File: src/rtl/convseq_pkg.sv
package convseq_pkg;

  localparam int NUM_CH = 4;
  localparam int CH_W   = 2;
  localparam int CFG_W  = 13;

  // MSB first: 12 digital power-down, 11 analog power-down, 10:9 reserved,
  // 8:7 pair enables, 6:5 divisor shift, 4:3 clock select, 2:0 scan code
  typedef struct packed {
    logic       digPd;
    logic       anaPd;
    logic [1:0] reserved;
    logic [1:0] pairEn;
    logic [1:0] divShift;
    logic [1:0] clkSel;
    logic [2:0] scanMode;
  } cfg_t;

  typedef struct packed {
    logic            tick;
    logic            emit;
    logic [CH_W-1:0] chan;
  } strobe_t;

  function automatic int numClocks(input int variant);
    return (variant == 0) ? 4 : 3;
  endfunction

  function automatic int masterNs(input int variant, input int idx);
    int ns;
    if (variant == 0) begin
      case (idx)
        0: ns = 31250;
        1: ns = 22676;
        2: ns = 20833;
        default: ns = 19531;
      endcase
    end else begin
      case (idx)
        0: ns = 62500;
        1: ns = 50000;
        default: ns = 41667;
      endcase
    end
    return ns;
  endfunction

  function automatic int masterCycles(input int variant, input int idx, input int clkNs);
    int n;
    n = masterNs(variant, idx) / clkNs;
    if (n < 1) n = 1;
    return n;
  endfunction

endpackage

File: src/rtl/convseq_rate_div.sv
module convseq_rate_div
  import convseq_pkg::*;
#(
  parameter int VARIANT = 0,
  parameter int CLK_NS  = 10
) (
  input  logic       clk,
  input  logic       rstN,
  input  logic       hold,
  input  logic [1:0] clkSel,
  input  logic [1:0] divShift,
  output logic       tick
);

  localparam int NCLK    = numClocks(VARIANT);
  localparam int MAX_CYC = masterCycles(VARIANT, 0, CLK_NS) * 8;
  localparam int CNT_W   = $clog2(MAX_CYC + 1);

  logic [CNT_W-1:0] baseCyc [4];
  logic [CNT_W-1:0] periodCyc;
  logic [CNT_W-1:0] cnt;

  // Unpopulated selects fall back to master 0
  for (genvar g = 0; g < 4; g++) begin : gBase
    localparam int IDX = (g < NCLK) ? g : 0;
    assign baseCyc[g] = CNT_W'(masterCycles(VARIANT, IDX, CLK_NS));
  end

  assign periodCyc = baseCyc[clkSel] << divShift;
  assign tick      = !hold && (cnt >= periodCyc - 1'b1);

  always_ff @(posedge clk or negedge rstN) begin
    if (!rstN) begin
      cnt <= '0;
    end else if (hold || tick) begin
      cnt <= '0;
    end else begin
      cnt <= cnt + 1'b1;
    end
  end

  AST_TICK_GAP: assert property (@(posedge clk) disable iff (!rstN)
    (tick && periodCyc > 1) |=> (!tick || periodCyc == 1));

endmodule

File: src/rtl/convseq_scan_ctrl.sv
module convseq_scan_ctrl
  import convseq_pkg::*;
#(
  parameter int CAL_TICKS = 36
) (
  input  logic       clk,
  input  logic       rstN,
  input  logic [2:0] scanMode,
  input  logic       anaPd,
  input  logic       digPd,
  input  logic       tick,
  output logic       pwrDown,
  output logic       calBusy,
  output strobe_t    strobe
);

  localparam int CAL_W = (CAL_TICKS < 2) ? 1 : $clog2(CAL_TICKS + 1);
  localparam logic [CAL_W-1:0] CAL_LAST = CAL_W'(CAL_TICKS - 1);

  logic            scanActive;
  logic [CH_W-1:0] scanBase;
  logic [CH_W-1:0] scanLastPos;
  logic [CH_W-1:0] pos;
  logic [CH_W-1:0] posEff;
  logic [CAL_W-1:0] calCnt;

  assign pwrDown = anaPd | digPd;

  always_comb begin
    scanActive  = 1'b1;
    scanBase    = '0;
    scanLastPos = '0;
    casez (scanMode)
      3'b1??: begin scanBase = scanMode[1:0]; scanLastPos = 2'd0; end
      3'b010: begin scanBase = 2'd0;          scanLastPos = 2'd1; end
      3'b011: begin scanBase = 2'd2;          scanLastPos = 2'd1; end
      3'b001: begin scanBase = 2'd0;          scanLastPos = 2'd3; end
      default: scanActive = 1'b0;
    endcase
  end

  assign posEff = (pos > scanLastPos) ? '0 : pos;

  assign strobe.tick = tick;
  assign strobe.emit = tick && scanActive && !calBusy && !pwrDown;
  assign strobe.chan = scanBase + posEff;

  always_ff @(posedge clk or negedge rstN) begin
    if (!rstN) begin
      pos     <= '0;
      calBusy <= 1'b1;
      calCnt  <= '0;
    end else if (pwrDown) begin
      pos     <= '0;
      calBusy <= 1'b1;
      calCnt  <= '0;
    end else if (tick) begin
      if (calBusy) begin
        calCnt <= calCnt + 1'b1;
        if (calCnt == CAL_LAST) calBusy <= 1'b0;
      end else if (scanActive) begin
        pos <= (posEff == scanLastPos) ? '0 : posEff + 1'b1;
      end
    end
  end

  AST_SINGLE_TAG: assert property (@(posedge clk) disable iff (!rstN)
    (strobe.emit && scanMode[2]) |-> (strobe.chan == scanMode[1:0]));

  AST_PAIR_RANGE: assert property (@(posedge clk) disable iff (!rstN)
    (strobe.emit && scanMode[2:1] == 2'b01) |-> (strobe.chan[1] == scanMode[0]));

  AST_PD_RELOADS_CAL: assert property (@(posedge clk) disable iff (!rstN)
    pwrDown |=> calBusy);

endmodule

File: src/rtl/convseq_sample_path.sv
module convseq_sample_path
  import convseq_pkg::*;
#(
  parameter int DATA_W = 16
) (
  input  logic                     clk,
  input  logic                     rstN,
  input  strobe_t                  strobe,
  input  logic [1:0]               pairEn,
  input  logic [NUM_CH*DATA_W-1:0] sampleIn,
  output logic                     rateTick,
  output logic                     sampleValid,
  output logic [CH_W-1:0]          sampleChan,
  output logic [DATA_W-1:0]        sampleData
);

  logic [DATA_W-1:0] chanWord [NUM_CH];

  for (genvar c = 0; c < NUM_CH; c++) begin : gLane
    assign chanWord[c] = pairEn[c/2] ? sampleIn[c*DATA_W +: DATA_W] : '0;
  end

  always_ff @(posedge clk or negedge rstN) begin
    if (!rstN) begin
      rateTick    <= 1'b0;
      sampleValid <= 1'b0;
      sampleChan  <= '0;
      sampleData  <= '0;
    end else begin
      rateTick    <= strobe.tick;
      sampleValid <= strobe.emit;
      if (strobe.emit) begin
        sampleChan <= strobe.chan;
        sampleData <= chanWord[strobe.chan];
      end
    end
  end

  AST_VALID_ON_TICK: assert property (@(posedge clk) disable iff (!rstN)
    sampleValid |-> rateTick);

  AST_GROUNDED_PAIR: assert property (@(posedge clk) disable iff (!rstN)
    (strobe.emit && !pairEn[strobe.chan[1]]) |=> (sampleData == '0));

endmodule

File: src/rtl/conv_clock_sequencer.sv
module conv_clock_sequencer
  import convseq_pkg::*;
#(
  parameter int VARIANT   = 0,
  parameter int CLK_NS    = 10,
  parameter int CAL_TICKS = 36,
  parameter int DATA_W    = 16
) (
  input  logic                     clk,
  input  logic                     rstN,
  input  logic [CFG_W-1:0]         cfgWord,
  input  logic [NUM_CH*DATA_W-1:0] sampleIn,
  output logic                     rateTick,
  output logic                     sampleValid,
  output logic [CH_W-1:0]          sampleChan,
  output logic [DATA_W-1:0]        sampleData,
  output logic                     calBusy
);

  cfg_t    cfg;
  strobe_t strobe;
  logic    tick;
  logic    pwrDown;
  logic    unusedReserved;

  assign cfg            = cfg_t'(cfgWord);
  assign unusedReserved = ^cfg.reserved;

  convseq_rate_div #(.VARIANT(VARIANT), .CLK_NS(CLK_NS)) uDiv (
    .clk      (clk),
    .rstN     (rstN),
    .hold     (pwrDown),
    .clkSel   (cfg.clkSel),
    .divShift (cfg.divShift),
    .tick     (tick)
  );

  convseq_scan_ctrl #(.CAL_TICKS(CAL_TICKS)) uCtrl (
    .clk      (clk),
    .rstN     (rstN),
    .scanMode (cfg.scanMode),
    .anaPd    (cfg.anaPd),
    .digPd    (cfg.digPd),
    .tick     (tick),
    .pwrDown  (pwrDown),
    .calBusy  (calBusy),
    .strobe   (strobe)
  );

  convseq_sample_path #(.DATA_W(DATA_W)) uPath (
    .clk         (clk),
    .rstN        (rstN),
    .strobe      (strobe),
    .pairEn      (cfg.pairEn),
    .sampleIn    (sampleIn),
    .rateTick    (rateTick),
    .sampleValid (sampleValid),
    .sampleChan  (sampleChan),
    .sampleData  (sampleData)
  );

  AST_NO_VALID_IN_PD: assert property (@(posedge clk) disable iff (!rstN)
    pwrDown |=> !sampleValid);

  AST_NO_VALID_WHILE_CAL: assert property (@(posedge clk) disable iff (!rstN)
    calBusy |=> !sampleValid);

endmodule

File: config.mk
export PLATFORM = sky130hd
export DESIGN_NAME = conv_clock_sequencer
export DESIGN_NICKNAME = d
export VERILOG_FILES = /design/src/rtl/convseq_pkg.sv /design/src/rtl/convseq_rate_div.sv /design/src/rtl/convseq_scan_ctrl.sv /design/src/rtl/convseq_sample_path.sv /design/src/rtl/conv_clock_sequencer.sv
export SDC_FILE = /design/constraint.sdc
export NUM_CORES = 1
export LEC_CHECK = 0
export ABC_AREA = 1
export BUFFER_PORTS_ARGS = -buffer_cell sky130_fd_sc_hd__clkbuf_2
export CAP_MARGIN = 0
export CORE_ASPECT_RATIO = 1.5
export CORE_MARGIN = 10
export CORE_UTILIZATION = 25
export CTS_BUF_LIST = sky130_fd_sc_hd__clkbuf_2
export CTS_CLUSTER_DIAMETER = 120
export DETAILED_ROUTE_END_ITERATION = 8
export GPL_TIMING_DRIVEN = 1
export SKIP_LAST_GASP = 1
export SLEW_MARGIN = 25
export SYNTH_ARGS = -nofsm -noshare
export SYNTH_HDL_FRONTEND = slang
export SYNTH_HIERARCHICAL = 1
export SYNTH_SLANG_ARGS = --single-unit
File: constraint.sdc
create_clock -name clk -period 2.24 [get_ports clk]
set_input_delay 0.112 -clock clk [delete_from_list [all_inputs] [get_ports clk]]
set_output_delay 0.112 -clock clk [all_outputs]
set_load 0.02 [all_outputs]
==> results of run 1 <==
==> worst max-delay path: cells and delay by family <==
family | cells | cell delay (ps)
AND/OR/NAND/NOR | 16 | 1450
buffers and inverters | 8 | 790
adder cells (fa/ha/maj) | 2 | 450
AO/OA/AOI/OAI | 1 | 60
==> how the worst max path moves through the flow <==
stage | start | to | cells after the start
floorplan | cfgWord[4] | uPath/sampleChan[1] | 29
global placement | cfgWord[4] | uPath/sampleChan[0] | 29
detailed placement | cfgWord[4] | uPath/sampleChan[0] | 29
CTS | cfgWord[4] | uCtrl/pos[1] | 31
global route | cfgWord[4] | uCtrl/pos[1] | 28
finish | cfgWord[4] | uPath/sampleChan[0] | 27
==> registers in the layout, summed over array words and instances, names as in the netlist <==
signal / flops
uCtrl/calBusy: 1
uCtrl/calCnt: 6
uCtrl/pos: 2
uDiv/cnt: 15
uPath/rateTick: 1
uPath/sampleChan: 2
uPath/sampleData: 16
uPath/sampleValid: 1
==> area by class of cell <==
| cell class | instances | area share (%) |
|---|---|---|
| antenna | 1 | 0.0418 |
| timing repair buffer | 185 | 21.5 |
| tap | 206 | 4.30 |
| sequential | 44 | 18.4 |
| multi-input combinational | 479 | 47.2 |
| clock inverter | 3 | 0.710 |
| inverter | 111 | 7.39 |
| clock buffer | 5 | 0.418 |
==> cell families after synthesis <==
| logic type | after synthesis |
|---|---|
| compound gates | 24 |
| xor+xnor | 18 |
| flops | 44 |
| simple gates | 410 |
| fa+ha+maj | 27 |
| buf+inv | 130 |
==> stage by stage <==
stage / setup TNS, ps / power (W) / hold WS (ps) / instance area (µm²)
after floorplan: -13420 / 0.00117 / -184 / 4200
after global placement: -31950 / 0.00141 / 39.3 / 5320
after detailed placement: -33170 / 0.00141 / 34.1 / 5320
after CTS: -8950 / 0.00191 / 7.89 / 5700
after global routing: -18140 / 0.00210 / 20.0 / 5990
final: -10630 / 0.00196 / 42.4 / 5990
==> power groups by stage <==
stage	Combinational [W]	Sequential, W	Clock (W)
2_1_floorplan	0.000357	0.000818	0
3_3_place_gp	0.000589	0.000818	0
3_5_place_dp	0.000594	0.000818	0
4_1_cts	0.000631	0.000804	0.000477
5_1_grt	0.000787	0.000806	0.000503
6_report	0.000702	0.000804	0.000457
==> timing repair <==
| item | 4_1_cts | 5_1_grt |
|---|---|---|
| endpoints found under the hold margin | 43 | 0 |
| pin swaps | 26 | 43 |
| gates cloned | 1 | 0 |
| buffers inserted | 15 | 8 |
| gates resized for setup | 43 | 66 |
| hold buffers | 1 | 0 |
| setup endpoints to repair | 29 | 44 |
==> synth_stat cells (all sizes together) <==
| library cell | n | area, µm² |
|---|---|---|
| buf | 18 | 189 |
| ha | 27 | 338 |
| nand2 | 277 | 1080 |
| clkinv | 2 | 12.5 |
| dfrtp | 43 | 1080 |
| a31oi | 1 | 6.26 |
| clkbuf | 1 | 13.8 |
| nand3b | 1 | 7.51 |
| xor2 | 12 | 105 |
| xnor2 | 6 | 52.6 |
| inv | 109 | 417 |
| nor3 | 4 | 20.0 |
| nor2 | 50 | 208 |
| and3 | 1 | 11.3 |
| dfstp | 1 | 26.3 |
| o21ai | 8 | 40.0 |
| nand4 | 5 | 37.5 |
| nand3 | 72 | 420 |
| a21oi | 13 | 68.8 |
| o31ai | 1 | 7.51 |
| a21o | 1 | 7.51 |
==> layer usage <==
| metal | routed length, µm | vias to the layer above | track usage, % |
|---|---|---|---|
| met5 | 0 | - | 0 |
| met3 | 456 | 7 | 1.85 |
| li1 | - | 2327 | - |
| met4 | 175 | 0 | 3.32 |
| met1 | 4620 | 1959 | 10.6 |
| met2 | 6470 | 72 | 20.6 |
==> out/metrics.cfg, run 1 <==
[placement]
pre_cts_ws_ps = -1020
portBuffers = 97
hpwl_mm = 9.59
dpl.cell_count = 1004
gp_congestion = 0.809

[layout]
syn2layout_area_growth_pct = 44.5
regArea_mm2 = 0.00110
fin_nets = 932
layout_commonest_cell = nand2_1
fill_cells = 1774
layout-drive-gt1-share_pct = 38.0
fin_util_pct = 36.8
final_cell_mix = nand2_1 (225), clkbuf_2 (100), inv_1 (95)
instances_no_fill = 1034
multi_input_area_mm2 = 0.00283

[critical_path]
cp.arrival_ps = 2890
slowest_delay_ps = 270
rr_worst_depth = 15
critPathKind = in -> reg
cp-start-kind = primary input
r2r_setup_slack_ps = -160
crit_top_cell = nand2_1
slowest_stage = ha_4
cp.required_ps = 2580
crit_fanout = 19
timing.rr.end = uPath/sampleData[7]
r2r_start = uCtrl/pos[1]
end_kind = flip-flop

[global_routing]
grt_pass1_vias = 4385
grt_antenna_before_repair = 1
grt_use_total_pct = 10.4
grt_pass1_wl_mm = 19.8
grt_max_degree = 34
globalRoute.totalOverflow = 0

[clocking]
h-tree-depth = 2
cts_buffers = 5
cts_tree = done
cts_buffer_depth = 2
clkLatencyLatePin_ps = 420
clk_pin_slew_ps = 230
root_buffer = clkbuf_2
cts_sinks = 44

[timing]
worst_slack_ps = -314
hold_viol = 0
rsz0062_at_grt = true
maxSlewViolCount = 0
period_share_pct = 114
worst_slew_pin_slew_ps = 509
setup_violations = 44
fmax_ghz = 0.392
final.min_clock_period_ps = 2550
maxSlewHeadroom_pct = 65.9
clock-skew-final_ps = 5.79

[yosys]
synth_compound_area_share_pct = 3.14
synthCells = 653
yosys.area_share.simple_pct = 43.1
synth_xor_area_share_pct = 3.80
synth_top_family_by_area = simple AND/OR/NAND/NOR gates
synthAdderAreaFrac_pct = 8.15
yosysSeqAreaShare_pct = 26.6
ys_seq_elements = 44
synth_cell_type_count = 35
synth_area_mm2 = 0.00415
yosysWarnings = 6
syn_avg_cell_area_um2 = 6.35
syn_nets = 759
muxShareOfSynthArea_pct = 0

[hold_path]
hold_path_end = uCtrl/calCnt[2]
worstHoldPathType = in -> reg
holdPathStages = 4
min_from = cfgWord[11]

[pwr]
power.internal_w = 0.00131
powerDensity_mw_per_mm2 = 328
switching_share_pct = 33.4
sequentialPowerShare_pct = 41.0
clkPwrFrac_pct = 23.3
p_switching_w = 0.000656
vdd_drop_max_uv = 218
power_leakage_nw = 3.36
power.share.combinational_pct = 35.8

[floorplanning]
die_area_mm2 = 0.0222
die_y_um = 178
die_w_um = 125
initial_core_util_pct = 25.5
io_pins = 100
coreArea_mm2 = 0.0163
rows = 57

[route]
wirelength_mm = 11.7
first_pass_iters = 4
detail_route.wl_per_cell_um = 11.3
drtIter0Drc = 172
vias = 4365
drc = 0
ant_nets = 0
viasPerCell = 4.22

[status]
status = finished, violations left
violations = negative setup slack

[run]
drv_cap = 0

(Power assumes the default switching activity.)
==> run 2: changes to the inputs <==
Clock period 2.24 ns to 3.1 ns, I/O delays scaled along.
==> run 2 against run 1 <==
Against the previous run:
- the flow now finishes without violations
- cell count fell by 4.9%
- sequential share of layout area rose by 3.5 points
- sequential power fell by 28%
- largest power group unchanged
- die area did not move
- clock power fell by 45%
- count of clock-buffer cells in the layout rose by 1
- setup slack improved by 720 ps
- core utilization fell by 5.9 points
- total power fell by 38%
- clock skew rose by 24 ps
- hold slack improved by 35 ps
- sequential cell count did not move
- critical endpoint unchanged
==> out/metrics.cfg, run 2 (synthesis gave the netlist of run 1 again) <==
[status]
status = finished, final reports clean

[run]
drv_cap = 0  ; unchanged

[floorplanning]
io_pins = 100  ; unchanged
die_area_mm2 = 0.0222  ; unchanged
rows = 57  ; unchanged
die_y_um = 178  ; unchanged
coreArea_mm2 = 0.0163  ; unchanged
initial_core_util_pct = 25.5  ; unchanged
die_w_um = 125  ; unchanged

[clocking]
cts_buffer_depth = 2  ; unchanged
clk_pin_slew_ps = 240  ; about the same
root_buffer = clkbuf_2
cts_tree = done
postCtsSetupRepairBufs = 0  ; -15
h-tree-depth = 2  ; unchanged
cts_buffers = 5  ; unchanged
cts_sinks = 44  ; unchanged
clkLatencyLatePin_ps = 430  ; about the same

[pwr]
powerDensity_mw_per_mm2 = 241  ; -26%
vdd_drop_max_uv = 139  ; -36%
power_leakage_nw = 2.99  ; -11%

[critical_path]
crit_top_cell = nand2_1
slowest_delay_ps = 310  ; +40 ps
critPathKind = in -> reg
rr_worst_depth = 14  ; -1
r2r_start = uCtrl/pos[1]
cp.arrival_ps = 3020  ; +130 ps
crit_fanout = 19  ; unchanged
cp.required_ps = 3430  ; +850 ps
slowest_stage = ha_1
cp-start-kind = primary input
end_kind = flip-flop
r2r_setup_slack_ps = 520  ; +680 ps
timing.rr.end = uPath/sampleData[2]

[global_routing]
grt_pass1_wl_mm = 18.6  ; -5.9%
globalRoute.totalOverflow = 0  ; unchanged
grt_use_total_pct = 9.81  ; -0.60 points
grt_pass1_vias = 4192  ; -4.4%
grt_antenna_before_repair = 1  ; unchanged
grt_max_degree = 34  ; unchanged

[timing]
worst_slew_pin_slew_ps = 603  ; +94.4 ps
fmax_ghz = 0.371
period_share_pct = 86.9
setup_violations = 0  ; -100%
clock-skew-final_ps = 30.1  ; +24.3 ps
final.min_clock_period_ps = 2690
hold_ws_ps = 77.7  ; +35.3 ps
rsz0062_at_grt = false
hold_viol = 0  ; unchanged
maxSlewHeadroom_pct = 59.8  ; -6.1 points
maxSlewViolCount = 0  ; unchanged

[route]
drc = 0  ; unchanged
drtIter0Drc = 90  ; -48%
met1_length_mm = 4.24  ; -8.3%
routed-wl-met2_mm = 5.65  ; -13%
viasPerCell = 4.13  ; -2.1%
detail_route.wl_per_cell_um = 10.9  ; -3.8%
first_pass_iters = 4  ; unchanged
wirelength_mm = 10.7  ; -8.6%
ant_nets = 0  ; unchanged
wl_met3_um = 562  ; +23%
top_layer_used = met4
vias = 4062  ; -6.9%

[layout]
largest_register_ffs = 16  ; unchanged
layout_commonest_cell = nand2_1
final_cell_mix = nand2_1 (262), inv_1 (104), clkbuf_2 (103)
reg.largest.list = uPath/sampleData: 16 flops, uDiv/cnt: 15 flops, uCtrl/calCnt: 6 flops
layout-drive-gt1-share_pct = 23.1  ; -15 points
instances_no_fill = 983  ; -4.9%
syn2layout_area_growth_pct = 21.4
regMostFlops = uPath/sampleData
fill_cells = 1874  ; +5.6%
fin_nets = 881  ; -5.5%

[hold_path]
worstHoldPathType = in -> reg
hold_path_end = uPath/sampleData[10]
min_from = sampleIn[26]
holdPathStages = 7  ; +3

[placement]
dpl.cell_count = 970  ; -3.4%
portBuffers = 97  ; unchanged
hpwl_mm = 9.01  ; -6.0%
gp_congestion = 0.822  ; +1.6%

-- run 2: changes by cell type in the layout (fill, tap and decap cells not counted), moves of 10 or more --
| cell | change |
|---|---|
| buf_4 | -40 |
| nand2_1 | +37 |
| nand2_2 | -26 |
| nand3_1 | +11 |
| ha_1 | +10 |
| ha_4 | -10 |
| nand2_4 | -10 |
| nand3_2 | -10 |
-- run 2: final cells by class --
class	instances	area [µm²]	area share, %
Antenna cell	1	2.50	0.0497
Clock buffer	6	30.0	0.596
Clock inverter	2	12.5	0.249
Inverter	111	432	8.57
Multi-Input combinational cell	479	2410	47.9
Sequential cell	44	1100	21.9
Tap cell	206	258	5.12
Timing Repair Buffer	134	786	15.6
-- run 2: power by group --
| group | total [W] | switching, W | leakage, nW | internal, W |
|---|---|---|---|---|
| combinational | 0.000381 | 0.000221 | 2.35 | 0.000160 |
| sequential | 0.000581 | 0.00000261 | 0.609 | 0.000579 |
| clock | 0.000251 | 0.000194 | 0.0290 | 0.0000573 |
-- run 2: critical path, delay by kind of cell --
kind	cells	cell delay, ps
buf+inv	8	660
simple gates	15	1220
fa+ha+maj	3	770
compound gates	2	230
-- run 2: timing repair --
action / in CTS / in global routing
endpoints found under the hold margin: 26 / 0
hold buffers: 4 / 0
gates resized for setup: 0 / 3
setup endpoints to repair: 0 / 16
-- run 2: worst max-delay path by stage --
| stage | slack [ps] | endpoint | from | depth (start not counted) |
|---|---|---|---|---|
| after floorplan | 60 | uPath/sampleData[0] | cfgWord[4] | 29 |
| after global placement | -130 | uPath/sampleChan[0] | cfgWord[4] | 28 |
| after detailed placement | -210 | uPath/sampleChan[0] | cfgWord[4] | 28 |
| after CTS | 320 | uPath/sampleChan[0] | cfgWord[4] | 28 |
| after global routing | 40 | uCtrl/calCnt[5] | cfgWord[4] | 29 |
| final | 410 | uPath/sampleChan[0] | cfgWord[4] | 28 |
-- run 2: metrics by stage --
step	power, W	utilization, %	cell area [µm²]	TNS (ps)	setup WS (ps)
floorplan	0.000842	-	4150	0	63.0
global placement	0.000968	30.4	4950	-2200	-135
detailed placement	0.000971	30.4	4950	-3310	-205
CTS	0.00124	30.9	5030	0	320
global route	0.00132	31.0	5030	0	43.8
finish	0.00121	31.0	5030	0	407
-- run 2: layer usage --
layer / vias up / GRT usage, %
met5: - / 0
met4: 0 / 4.09
met3: 14 / 2.48
met2: 76 / 18.7
met1: 1742 / 9.85
li1: 2230 / -
==> run 3: changes to the inputs <==
Settings changed: RECOVER_POWER set to 50.
==> run 3 against run 2 <==
Against the previous run:
- count of clock-buffer cells in the layout unchanged
- register-to-register slack about the same
- global-route usage unchanged
- via count unchanged
- clock power about the same
- routed wire length about the same
- total power about the same
- combinational power about the same
- maximum frequency about the same
- die area unchanged
- cell area down 0.35%
==> out/metrics.cfg, run 3 (synthesis gave the netlist of run 1 again) <==
[clocking]
postCtsSetupRepairBufs = 0  ; unchanged
cts_sinks = 44  ; unchanged
clk_pin_slew_ps = 240  ; about the same
cts_tree = done
cts_buffer_depth = 2  ; unchanged
root_buffer = clkbuf_2
clkLatencyLatePin_ps = 430  ; about the same
h-tree-depth = 2  ; unchanged
cts_buffers = 5  ; unchanged

[critical_path]
rr_worst_depth = 14  ; unchanged
timing.rr.end = uPath/sampleData[2]
cp.arrival_ps = 3020  ; about the same
r2r_setup_slack_ps = 520  ; about the same
r2r_start = uCtrl/pos[1]
end_kind = flip-flop
slowest_delay_ps = 310  ; about the same
crit_fanout = 19  ; unchanged
cp-start-kind = primary input
cp.required_ps = 3430  ; about the same
slowest_stage = ha_1
critPathKind = in -> reg
crit_top_cell = nand2_1

[layout]
largest_register_ffs = 16  ; unchanged
instances_no_fill = 983  ; unchanged
layout_commonest_cell = nand2_1
final_cell_mix = nand2_1 (262), inv_1 (104), clkbuf_2 (92)
reg.largest.list = uPath/sampleData: 16 flops, uDiv/cnt: 15 flops, uCtrl/calCnt: 6 flops
regMostFlops = uPath/sampleData
fin_nets = 881  ; unchanged
syn2layout_area_growth_pct = 21.0
fill_cells = 1884  ; +0.53%
layout-drive-gt1-share_pct = 21.5  ; -1.5 points

[status]
status = finished, final reports clean

[global_routing]
grt_use_total_pct = 9.81  ; unchanged
grt_max_degree = 34  ; unchanged
globalRoute.totalOverflow = 0  ; unchanged
grt_pass1_vias = 4192  ; unchanged
grt_antenna_before_repair = 1  ; unchanged
grt_pass1_wl_mm = 18.6  ; unchanged

[timing]
worst_slew_pin_slew_ps = 1300  ; +698 ps
fmax_ghz = 0.371  ; about the same
maxSlewViolCount = 0  ; unchanged
period_share_pct = 86.8  ; about the same
final.min_clock_period_ps = 2690  ; -0.364 ps
maxSlewHeadroom_pct = 13.3  ; -47 points
hold_ws_ps = 77.2  ; -0.497 ps
hold_viol = 0  ; unchanged
worst_slack_ps = 408  ; +0.364 ps
rsz0062_at_grt = false
setup_violations = 0  ; unchanged
clock-skew-final_ps = 30.1  ; +0.0295 ps

[route]
vias = 4062  ; unchanged
viasPerCell = 4.13  ; unchanged
drc = 0  ; unchanged
drtIter0Drc = 109  ; +21%
ant_nets = 0  ; unchanged
detail_route.wl_per_cell_um = 10.9  ; about the same
first_pass_iters = 4  ; unchanged
wirelength_mm = 10.7  ; about the same

[floorplanning]
io_pins = 100  ; unchanged
rows = 57  ; unchanged
initial_core_util_pct = 25.5  ; unchanged
die_w_um = 125  ; unchanged
die_y_um = 178  ; unchanged
coreArea_mm2 = 0.0163  ; unchanged
die_area_mm2 = 0.0222  ; unchanged

[run]
drv_cap = 0  ; unchanged

[pwr]
total_power_w = 0.00121  ; about the same
power_leakage_nw = 2.95  ; -1.4%
vdd_drop_max_uv = 139  ; about the same
powerDensity_mw_per_mm2 = 242  ; +0.31%

[placement]
dpl.cell_count = 970  ; unchanged
hpwl_mm = 9.01  ; unchanged
portBuffers = 97  ; unchanged
gp_congestion = 0.822  ; unchanged
pre_cts_ws_ps = -205  ; unchanged

[hold_path]
holdPathStages = 7  ; unchanged
hold_path_end = uPath/sampleData[10]
worstHoldPathType = in -> reg
min_from = sampleIn[26]

[run 3: cell types whose count changed in the layout (fill, tap and decap cells not counted), sizes merged]
cell,before,now
buf,33,32
clkbuf,103,104
[run 3: area by class of cell]
| cell class | instances | area [µm²] | area share (%) |
|---|---|---|---|
| Inverter | 111 | 432 | 8.60 |
| Clock inverter | 2 | 12.5 | 0.249 |
| Multi-Input combinational cell | 479 | 2410 | 48.1 |
| Timing Repair Buffer | 134 | 768 | 15.3 |
| Antenna cell | 1 | 2.50 | 0.0499 |
| Sequential cell | 44 | 1100 | 22.0 |
| Clock buffer | 6 | 30.0 | 0.599 |
| Tap cell | 206 | 258 | 5.14 |
[run 3: critical path, delay by kind of cell]
| family | cells | cell delay [ps] |
|---|---|---|
| buffers and inverters | 8 | 660 |
| adder cells (fa/ha/maj) | 3 | 770 |
| AO/OA/AOI/OAI | 2 | 230 |
| AND/OR/NAND/NOR | 15 | 1220 |
[run 3: report_power, final]
part	total, W	internal [W]	leakage [nW]	switching, W
sequential	0.000581	0.000579	0.609	0.00000261
clock	0.000252	0.0000573	0.0290	0.000194
combinational	0.000380	0.000159	2.31	0.000221
[run 3: worst max-delay path by stage]
stage                from             endpoint  slack [ps]  cells after the start
2_1_floorplan  cfgWord[4]  uPath/sampleData[0]          60                     29
3_3_place_gp   cfgWord[4]  uPath/sampleChan[0]        -130                     28
3_5_place_dp   cfgWord[4]  uPath/sampleChan[0]        -210                     28
4_1_cts        cfgWord[4]  uPath/sampleChan[0]         320                     28
5_1_grt        cfgWord[4]      uCtrl/calCnt[5]          40                     29
6_report       cfgWord[4]  uPath/sampleChan[0]         410                     28
[run 3: timing repair]
item | 4_1_cts | 5_1_grt
hold buffers | 4 | 0
setup endpoints to repair | 0 | 16
hold endpoints to repair | 26 | 0
resized for setup | 0 | 3
[run 3: metrics by stage]
step | instance area [µm²] | setup TNS [ps] | util, %
2_1_floorplan | 4150 | 0 | -
3_3_place_gp | 4950 | -2200 | 30.4
3_5_place_dp | 4950 | -3310 | 30.4
4_1_cts | 5030 | 0 | 30.9
5_1_grt | 5020 | 0 | 30.9
6_report | 5020 | 0 | 30.9
[run 3: layer usage]
| metal | GRT usage (%) | vias to the layer above | part of all wire [%] |
|---|---|---|---|
| met5 | 0 | - | 0 |
| met4 | 4.09 | 0 | 2.6 |
| met3 | 2.48 | 14 | 5.3 |
| met2 | 18.7 | 76 | 53 |
| met1 | 9.85 | 1742 | 40 |
| li1 | - | 2230 | - |
